### src/rtl/lcd_tc_pkg.sv
package lcd_tc_pkg;
  typedef enum logic [2:0] {
    PH_SYNC  = 3'd0,
    PH_BACK  = 3'd1,
    PH_LEFT  = 3'd2,
    PH_IMAGE = 3'd3,
    PH_RIGHT = 3'd4,
    PH_FRONT = 3'd5
  } phase_e;

  localparam int N_EVT = 6;

  localparam int A_CTRL   = 0;
  localparam int A_STAT   = 1;
  localparam int A_HLAST  = 2;
  localparam int A_VLAST  = 3;
  localparam int A_HSYNC  = 4;
  localparam int A_HBACK  = 5;
  localparam int A_HLEFT  = 6;
  localparam int A_HIMG   = 7;
  localparam int A_HFRONT = 8;
  localparam int A_HIRQ   = 9;
  localparam int A_VIRQ   = 10;
  localparam int A_VSYNC  = 11;
  localparam int A_SOFF   = 12;
  localparam int A_BCOL   = 13;
  localparam int A_HNOW   = 14;
  localparam int A_VNOW   = 15;
endpackage

### src/rtl/lcd_tc_regs.sv
module lcd_tc_regs
  import lcd_tc_pkg::*;
#(
  parameter int CW = 12,
  parameter int AW = 4,
  parameter int DW = 32,
  parameter int COLW = 24
) (
  input  logic                      clk_i,
  input  logic                      rst_ni,
  input  logic                      wr_en_i,
  input  logic [AW-1:0]             addr_i,
  input  logic [DW-1:0]             wdata_i,
  output logic [DW-1:0]             rdata_o,
  input  logic [CW-1:0]             hcnt_i,
  input  logic [CW-1:0]             vcnt_i,
  input  logic                      h_set_i,
  input  logic                      v_set_i,
  output logic                      en_o,
  output logic                      hmask_o,
  output logic                      vmask_o,
  output logic [CW-1:0]             hlast_o,
  output logic [CW-1:0]             vlast_o,
  output logic [N_EVT-1:0][CW-1:0]  thr_o,
  output logic [CW-1:0]             hirq_on_o,
  output logic [CW-1:0]             hirq_off_o,
  output logic [CW-1:0]             virq_on_o,
  output logic [CW-1:0]             virq_off_o,
  output logic [CW-1:0]             vs_on_o,
  output logic [CW-1:0]             vs_off_o,
  output logic                      hoff_o,
  output logic                      voff_o,
  output logic [COLW-1:0]           bcol_o,
  output logic                      hpend_o,
  output logic                      vpend_o
);
  localparam int HI = 16;

  logic wr_stat;
  assign wr_stat = wr_en_i && (addr_i == AW'(A_STAT));

  always_ff @(posedge clk_i or negedge rst_ni) begin
    if (!rst_ni) begin
      en_o <= 1'b0; hmask_o <= 1'b0; vmask_o <= 1'b0;
      hlast_o <= '0; vlast_o <= '0; thr_o <= '0;
      hirq_on_o <= '0; hirq_off_o <= '0; virq_on_o <= '0; virq_off_o <= '0;
      vs_on_o <= '0; vs_off_o <= '0; hoff_o <= 1'b0; voff_o <= 1'b0;
      bcol_o <= '0;
    end else if (wr_en_i) begin
      case (addr_i)
        AW'(A_CTRL):   begin en_o <= wdata_i[0]; hmask_o <= wdata_i[8]; vmask_o <= wdata_i[9]; end
        AW'(A_HLAST):  hlast_o <= wdata_i[CW-1:0];
        AW'(A_VLAST):  vlast_o <= wdata_i[CW-1:0];
        AW'(A_HSYNC):  thr_o[PH_SYNC]  <= wdata_i[CW-1:0];
        AW'(A_HBACK):  thr_o[PH_BACK]  <= wdata_i[CW-1:0];
        AW'(A_HLEFT):  thr_o[PH_LEFT]  <= wdata_i[CW-1:0];
        AW'(A_HIMG):   begin thr_o[PH_IMAGE] <= wdata_i[CW-1:0]; thr_o[PH_RIGHT] <= wdata_i[HI +: CW]; end
        AW'(A_HFRONT): thr_o[PH_FRONT] <= wdata_i[CW-1:0];
        AW'(A_HIRQ):   begin hirq_on_o <= wdata_i[CW-1:0]; hirq_off_o <= wdata_i[HI +: CW]; end
        AW'(A_VIRQ):   begin virq_on_o <= wdata_i[CW-1:0]; virq_off_o <= wdata_i[HI +: CW]; end
        AW'(A_VSYNC):  begin vs_on_o <= wdata_i[CW-1:0]; vs_off_o <= wdata_i[HI +: CW]; end
        AW'(A_SOFF):   begin hoff_o <= wdata_i[0]; voff_o <= wdata_i[8]; end
        AW'(A_BCOL):   bcol_o <= wdata_i[COLW-1:0];
        default: ;
      endcase
    end
  end

  // set wins over a clearing write in the same cycle
  always_ff @(posedge clk_i or negedge rst_ni) begin
    if (!rst_ni) begin
      hpend_o <= 1'b0;
      vpend_o <= 1'b0;
    end else begin
      hpend_o <= h_set_i | (hpend_o & ~(wr_stat & wdata_i[16]));
      vpend_o <= v_set_i | (vpend_o & ~(wr_stat & wdata_i[17]));
    end
  end

  always_comb begin
    rdata_o = '0;
    case (addr_i)
      AW'(A_CTRL):   begin rdata_o[0] = en_o; rdata_o[8] = hmask_o; rdata_o[9] = vmask_o; end
      AW'(A_STAT):   begin rdata_o[16] = hpend_o; rdata_o[17] = vpend_o; end
      AW'(A_HLAST):  rdata_o[CW-1:0] = hlast_o;
      AW'(A_VLAST):  rdata_o[CW-1:0] = vlast_o;
      AW'(A_HSYNC):  rdata_o[CW-1:0] = thr_o[PH_SYNC];
      AW'(A_HBACK):  rdata_o[CW-1:0] = thr_o[PH_BACK];
      AW'(A_HLEFT):  rdata_o[CW-1:0] = thr_o[PH_LEFT];
      AW'(A_HIMG):   begin rdata_o[CW-1:0] = thr_o[PH_IMAGE]; rdata_o[HI +: CW] = thr_o[PH_RIGHT]; end
      AW'(A_HFRONT): rdata_o[CW-1:0] = thr_o[PH_FRONT];
      AW'(A_HIRQ):   begin rdata_o[CW-1:0] = hirq_on_o; rdata_o[HI +: CW] = hirq_off_o; end
      AW'(A_VIRQ):   begin rdata_o[CW-1:0] = virq_on_o; rdata_o[HI +: CW] = virq_off_o; end
      AW'(A_VSYNC):  begin rdata_o[CW-1:0] = vs_on_o; rdata_o[HI +: CW] = vs_off_o; end
      AW'(A_SOFF):   begin rdata_o[0] = hoff_o; rdata_o[8] = voff_o; end
      AW'(A_BCOL):   rdata_o[COLW-1:0] = bcol_o;
      AW'(A_HNOW):   rdata_o[CW-1:0] = hcnt_i;
      AW'(A_VNOW):   rdata_o[CW-1:0] = vcnt_i;
      default: ;
    endcase
  end
endmodule

### src/rtl/lcd_tc_hline.sv
module lcd_tc_hline
  import lcd_tc_pkg::*;
#(
  parameter int CW = 12
) (
  input  logic                      clk_i,
  input  logic                      rst_ni,
  input  logic                      en_i,
  input  logic [CW-1:0]             hlast_i,
  input  logic [N_EVT-1:0][CW-1:0]  thr_i,
  input  logic [CW-1:0]             irq_on_i,
  input  logic [CW-1:0]             irq_off_i,
  output logic [CW-1:0]             hcnt_o,
  output logic                      line_end_o,
  output logic                      line_start_o,
  output phase_e                    phase_o,
  output logic                      win_o,
  output logic                      set_o
);
  logic [N_EVT-1:0] hit;
  phase_e           pick;
  logic             clr;

  for (genvar g = 0; g < N_EVT; g++) begin : g_cmp
    assign hit[g] = (thr_i[g] == hcnt_o);
  end

  // lowest index = highest priority
  always_comb begin
    pick = phase_o;
    for (int i = N_EVT - 1; i >= 0; i--) begin
      if (hit[i]) pick = phase_e'(3'(i));
    end
  end

  assign line_end_o   = en_i && (hcnt_o >= hlast_i);
  assign line_start_o = en_i && (hcnt_o == '0);
  assign set_o        = en_i && (hcnt_o == irq_on_i) && (irq_on_i < hlast_i);
  assign clr          = en_i && (hcnt_o == irq_off_i);

  always_ff @(posedge clk_i or negedge rst_ni) begin
    if (!rst_ni) begin
      hcnt_o  <= '0;
      phase_o <= PH_FRONT;
      win_o   <= 1'b0;
    end else if (!en_i) begin
      hcnt_o  <= '0;
      phase_o <= PH_FRONT;
      win_o   <= 1'b0;
    end else begin
      hcnt_o  <= line_end_o ? '0 : hcnt_o + 1'b1;
      phase_o <= pick;
      if (set_o)    win_o <= 1'b1;
      else if (clr) win_o <= 1'b0;
    end
  end
endmodule

### src/rtl/lcd_tc_vframe.sv
module lcd_tc_vframe #(
  parameter int CW = 12
) (
  input  logic          clk_i,
  input  logic          rst_ni,
  input  logic          en_i,
  input  logic          line_end_i,
  input  logic          line_start_i,
  input  logic [CW-1:0] vlast_i,
  input  logic [CW-1:0] irq_on_i,
  input  logic [CW-1:0] irq_off_i,
  input  logic [CW-1:0] vs_on_i,
  input  logic [CW-1:0] vs_off_i,
  output logic [CW-1:0] vcnt_o,
  output logic          win_o,
  output logic          set_o,
  output logic          vs_o
);
  logic clr;

  assign set_o = line_start_i && (vcnt_o == irq_on_i) && (irq_on_i < vlast_i);
  assign clr   = line_start_i && (vcnt_o == irq_off_i);
  assign vs_o  = en_i && (vcnt_o >= vs_on_i) && (vcnt_o < vs_off_i);

  always_ff @(posedge clk_i or negedge rst_ni) begin
    if (!rst_ni) begin
      vcnt_o <= '0;
      win_o  <= 1'b0;
    end else if (!en_i) begin
      vcnt_o <= '0;
      win_o  <= 1'b0;
    end else begin
      if (line_end_i) vcnt_o <= (vcnt_o >= vlast_i) ? '0 : vcnt_o + 1'b1;
      if (set_o)      win_o <= 1'b1;
      else if (clr)   win_o <= 1'b0;
    end
  end
endmodule

### src/rtl/lcd_timing_ctrl.sv
module lcd_timing_ctrl
  import lcd_tc_pkg::*;
#(
  parameter int CW   = 12,
  parameter int AW   = 4,
  parameter int DW   = 32,
  parameter int COLW = 24
) (
  input  logic            clk_i,
  input  logic            rst_ni,
  input  logic            wr_en_i,
  input  logic [AW-1:0]   addr_i,
  input  logic [DW-1:0]   wdata_i,
  output logic [DW-1:0]   rdata_o,
  output logic            hsync_o,
  output logic            vsync_o,
  output logic            pix_en_o,
  output logic            border_sel_o,
  output logic [COLW-1:0] border_color_o,
  output logic            h_irq_o,
  output logic            v_irq_o
);
  logic                     en, hmask, vmask, hoff, voff, hpend, vpend;
  logic [CW-1:0]            hlast, vlast, hirq_on, hirq_off, virq_on, virq_off, vs_on, vs_off;
  logic [N_EVT-1:0][CW-1:0] thr;
  logic [COLW-1:0]          bcol;
  logic [CW-1:0]            hcnt, vcnt;
  logic                     line_end, line_start, hwin, h_set, vwin, v_set, vs_act;
  phase_e                   phase;

  lcd_tc_regs #(.CW(CW), .AW(AW), .DW(DW), .COLW(COLW)) u_regs (
    .clk_i, .rst_ni, .wr_en_i, .addr_i, .wdata_i, .rdata_o,
    .hcnt_i(hcnt), .vcnt_i(vcnt), .h_set_i(h_set), .v_set_i(v_set),
    .en_o(en), .hmask_o(hmask), .vmask_o(vmask), .hlast_o(hlast), .vlast_o(vlast),
    .thr_o(thr), .hirq_on_o(hirq_on), .hirq_off_o(hirq_off),
    .virq_on_o(virq_on), .virq_off_o(virq_off), .vs_on_o(vs_on), .vs_off_o(vs_off),
    .hoff_o(hoff), .voff_o(voff), .bcol_o(bcol), .hpend_o(hpend), .vpend_o(vpend)
  );

  lcd_tc_hline #(.CW(CW)) u_hline (
    .clk_i, .rst_ni, .en_i(en), .hlast_i(hlast), .thr_i(thr),
    .irq_on_i(hirq_on), .irq_off_i(hirq_off),
    .hcnt_o(hcnt), .line_end_o(line_end), .line_start_o(line_start),
    .phase_o(phase), .win_o(hwin), .set_o(h_set)
  );

  lcd_tc_vframe #(.CW(CW)) u_vframe (
    .clk_i, .rst_ni, .en_i(en), .line_end_i(line_end), .line_start_i(line_start),
    .vlast_i(vlast), .irq_on_i(virq_on), .irq_off_i(virq_off),
    .vs_on_i(vs_on), .vs_off_i(vs_off),
    .vcnt_o(vcnt), .win_o(vwin), .set_o(v_set), .vs_o(vs_act)
  );

  assign hsync_o        = (phase == PH_SYNC) && !hoff;
  assign vsync_o        = vs_act && !voff;
  assign pix_en_o       = (phase == PH_IMAGE);
  assign border_sel_o   = (phase == PH_LEFT) || (phase == PH_RIGHT);
  assign border_color_o = border_sel_o ? bcol : '0;
  assign h_irq_o        = hwin && !hmask;
  assign v_irq_o        = vwin && !vmask;
endmodule

### config.mk
export PLATFORM = sky130hd
export DESIGN_NAME = lcd_timing_ctrl
export DESIGN_NICKNAME = d
export VERILOG_FILES = /design/src/rtl/lcd_tc_pkg.sv /design/src/rtl/lcd_tc_regs.sv /design/src/rtl/lcd_tc_hline.sv /design/src/rtl/lcd_tc_vframe.sv /design/src/rtl/lcd_timing_ctrl.sv
export SDC_FILE = /design/constraint.sdc
export NUM_CORES = 1
export LEC_CHECK = 0
export CORE_ASPECT_RATIO = 1.2
export CORE_MARGIN = 1.5
export CORE_UTILIZATION = 55
export CTS_CLUSTER_DIAMETER = 80
export DETAILED_ROUTE_END_ITERATION = 16
export GPL_TIMING_DRIVEN = 1
export PLACE_DENSITY = 0.73
export SYNTH_ARGS = -nofsm -noshare
export SYNTH_HDL_FRONTEND = slang
export SYNTH_SLANG_ARGS = --single-unit
### constraint.sdc
create_clock -name clk_i -period 2.5 [get_ports clk_i]
set_input_delay 0.625 -clock clk_i [delete_from_list [all_inputs] [get_ports clk_i]]
set_output_delay 0.625 -clock clk_i [all_outputs]
set_load 0.005 [all_outputs]
==> key figures <==
Clock network
  – H-tree levels: 1
  – Hold Buf Count CTS: 0
  – Clock buffer depth: 3
  – CTS tree: built
  – Clock root buffer: clkbuf_16
  – Clock-pin transition on the worst setup and hold timing paths: 60 ps
  – CTS Buf Count: 25
  – Worst skew pair latency: 540 ps
  – Clk sinks: 228

Floorplanning
  – Die X: 146 µm
  – Initial core utilization: between 50% and 60%
  – Die ar.: 25500 µm²
  – Die Y: 175 µm
  – # rows: 62
  – Total core area: approximately 24000 µm²
  – Boundary Pins: 101

Worst setup path
  – Crit path largest cell delay: around 450 ps
  – CP required: 1880 ps
  – R2R depth: 9
  – Setup crit end kind: output pin
  – CP max stage cell: dfrtp_2
  – Startpoint types: flop
  – Data arrival time of the worst path: between 2000 and 2500 ps
  – Reg2reg start: u_vframe.vcnt_o[2]
  – Top delay family on crit path: compound AO/OA/AOI/OAI gates
  – Reg2Reg Setup Slack: ~70 ps
  – CP max FO: 3
  – Worst Path Buf+Inv: 2
  – Crit Reg-Reg Endpoint: u_vframe.vcnt_o[3]
  – CP cell instances: buf_4 > ha_1 > nand4_1 > a211o_1 > a21oi_2 > a211oi_2 > buf_2
  – Crit Path Class: flop to output pin

Power
  – Peak VDD IR: 0.593 mV
  – Total power divided by cell area: 736 nW/µm²
  – Pleak: 8.35 nW

Yosys
  – Syn avg cell area: 11.1 µm²
  – Sequential area share after synthesis: 42.3%
  – Async S/R FF share, synth: 100%
  – Commonest cells post-synth: dfrtp_1 (226), mux2_2 (196), xnor2_1 (74), ha_1 (72), xor2_1 (57)
  – Cell taking the most area after synthesis: dfrtp_1
  – Cells after Synth: around 1200
  – Post-synth EDFFs: 0
  – Netlist cell types: 59
  – Synth top area share: 41.9%
  – Synthesis Warnings: 0
  – Mapped cell area: ~13000 µm²
  – Top post-synthesis cells by area: dfrtp_1 (42%), mux2_2 (16%), ha_1 (6.7%)
  – Most frequent cell after synthesis: dfrtp_1
  – Synth Flop Type: dfrtp_1
  – Flops & latches, synth: 228

Detailed routing
  – Detail Route Antenna Nets: 0
  – DR vias/cell: 6.41
  – Final WL: 50700 µm
  – Initial DRC count: 1099
  – DRC: 0
  – Vias: 11600
  – DR pass1 iterations: 6
  – Avg WL per Cell: 28.1 µm

Timing
  – Period minus WS final: roughly 2800 ps
  – Setup Skew: 11.4 ps
  – Max-slew violation count: 0
  – Final Cycle Share: 113%
  – Max Fclk: 353 MHz
  – Worst slew pin tran: 709 ps
  – Slew HR: 52.6%
  – Final hold vios: 0
  – Unrepaired setup endpoints after global routing: true
  – Setup violations, final: 39
  – Post-route setup slack: -331 ps

Final layout
  – Post-layout util: between 70 and 80%
  – Antenna diodes: 0
  – Nets: 1580
  – Final cell count without fillers: 1807
  – Area Growth Syn to Fin: 31.8%
  – Layout cell share with drive strength beyond 1: 42.8%

Status
  – Status: finished with violations
  – Failing checks: setup timing

Placed design
  – Final GP Congestion: about 0.99
  – Post-DP HPWL: 37200 µm
  – Dpl cells: between 1500 and 2000
  – Number of buffers added on ports: 92

Worst hold path
  – Hold Path Class: input port to async pin

Global routing
  – Antenna violations before repair: 0
  – Grt ovf: 0
  – First-pass GRT wire length: about 74000 µm
  – Vias in the first global route: 11700
  – Largest net degree at the start of global routing: 64
  – GRT Resource Usage Total: slightly below 40%

Flow run
  – Max_cap viols: 0
[final cells by class]
class	count	area [µm²]
well taps	320	400
flip-flops and latches	228	5720
inverters	55	206
fillers	1734	6270
repair buffers	309	2920
multi-input cells	850	7740
clock inverters	9	55.1
clock buffers	36	737
[where the power goes]
part	switching [W]	internal (W)	total (W)	leakage [nW]
logic	0.00185	0.00196	0.00381	5.13
clock network	0.00156	0.00205	0.00361	0.396
registers	0.00119	0.00448	0.00566	2.82
[registers in the layout (all words and copies together) (netlist names)]
name,cells
u_hline.phase_o,3
u_regs.bcol_o,24
u_regs.vpend_o,1
u_regs.vmask_o,1
u_regs.hmask_o,1
u_regs.hirq_on_o,12
u_hline.win_o,1
u_hline.hcnt_o,12
u_regs.hpend_o,1
u_regs.vs_on_o,12
u_regs.virq_on_o,12
u_regs.vlast_o,12
u_regs.thr_o,72
u_regs.hoff_o,1
u_regs.voff_o,1
u_regs.vs_off_o,12
u_regs.virq_off_o,12
u_regs.hlast_o,12
u_regs.en_o,1
u_vframe.vcnt_o,12
u_vframe.win_o,1
u_regs.hirq_off_o,12
[per-layer routing]
| metal | part of all wire (%) | up-vias | GRT usage (%) |
|---|---|---|---|
| met2 | 47 | 661 | 66.6 |
| met4 | 9.4 | 0 | 28.9 |
| met5 | 0 | - | 0 |
| met1 | 36 | 5793 | 45.8 |
| li1 | - | 4914 | - |
| met3 | 7.4 | 220 | 5.67 |
[per-stage QoR]
step                worst slack, ps  total power [W]  setup TNS (ps)  area [µm²]  hold WS [ps]
finish                         -331           0.0131           -2810       17800          21.6
detailed placement            -1040          0.00915          -55050       15900           469
floorplan                      49.4          0.00731               0       13500           329
global route                   -467           0.0136           -5040       17800          57.1
CTS                            -349           0.0128           -3090       17300          33.5
global placement              -1040          0.00901          -51650       15900           456
[repair_timing]
action,in CTS,in global routing
setup buffers,25,26
hold endpoints to repair,0,0
pin swaps,49,69
gates resized for setup,269,137
setup endpoints to repair,55,60
gates cloned,0,5
[worst max path at each step]
| stage | from | end | slack [ps] | depth (start not counted) |
|---|---|---|---|---|
| 2_1_floorplan | addr_i[0] | rdata_o[18] | 50 | 7 |
| 3_3_place_gp | addr_i[0] | rdata_o[10] | -1040 | 10 |
| 3_5_place_dp | addr_i[0] | rdata_o[10] | -1040 | 10 |
| 4_1_cts | u_regs.vs_off_o[5] | vsync_o | -350 | 8 |
| 5_1_grt | u_vframe.vcnt_o[5] | vsync_o | -470 | 9 |
| 6_report | u_vframe.vcnt_o[7] | vsync_o | -330 | 7 |
[placed cells by master, fill, tap and decap left out, types with 13 or more instances in the layout]
cell,synthesis,routed
xor2_1,57,57
a21oi_1,18,13
nor4_1,19,17
clkbuf_2,0,17
a221oi_2,0,19
buf_6,3,48
nor2_1,23,16
o21ai_0,19,16
and2_1,29,14
dfrtp_1,226,219
buf_2,30,22
buf_4,13,146
a222oi_1,17,17
a22oi_2,0,28
ha_1,72,70
and2_4,0,15
nand4_1,38,38
a22oi_1,45,17
clkbuf_16,0,27
buf_12,1,24
nor2_4,8,18
xnor2_1,74,73
mux2_2,196,196
a22o_1,20,19
nand3_1,34,31
clkdlybuf4s50_1,0,32
inv_1,54,53
nand2_1,52,50
[kinds of logic (layout without fill, tap and decap cells)]
| kind of cell | after synthesis | count (layout) | synth area share [%] |
|---|---|---|---|
| AO/OA/AOI/OAI | 182 | 182 | 10.2 |
| XOR/XNOR | 131 | 131 | 8.51 |
| adder cells (fa/ha/maj) | 72 | 72 | 6.68 |
| buffers and inverters | 141 | 409 | 4.85 |
| flip-flops | 228 | 228 | 42.3 |
| multiplexers | 200 | 200 | 16.7 |
| other | 1 | 4 | 0.0278 |
| AND/OR/NAND/NOR | 261 | 261 | 10.7 |
Note: power is estimated with default switching activity, not from simulation.
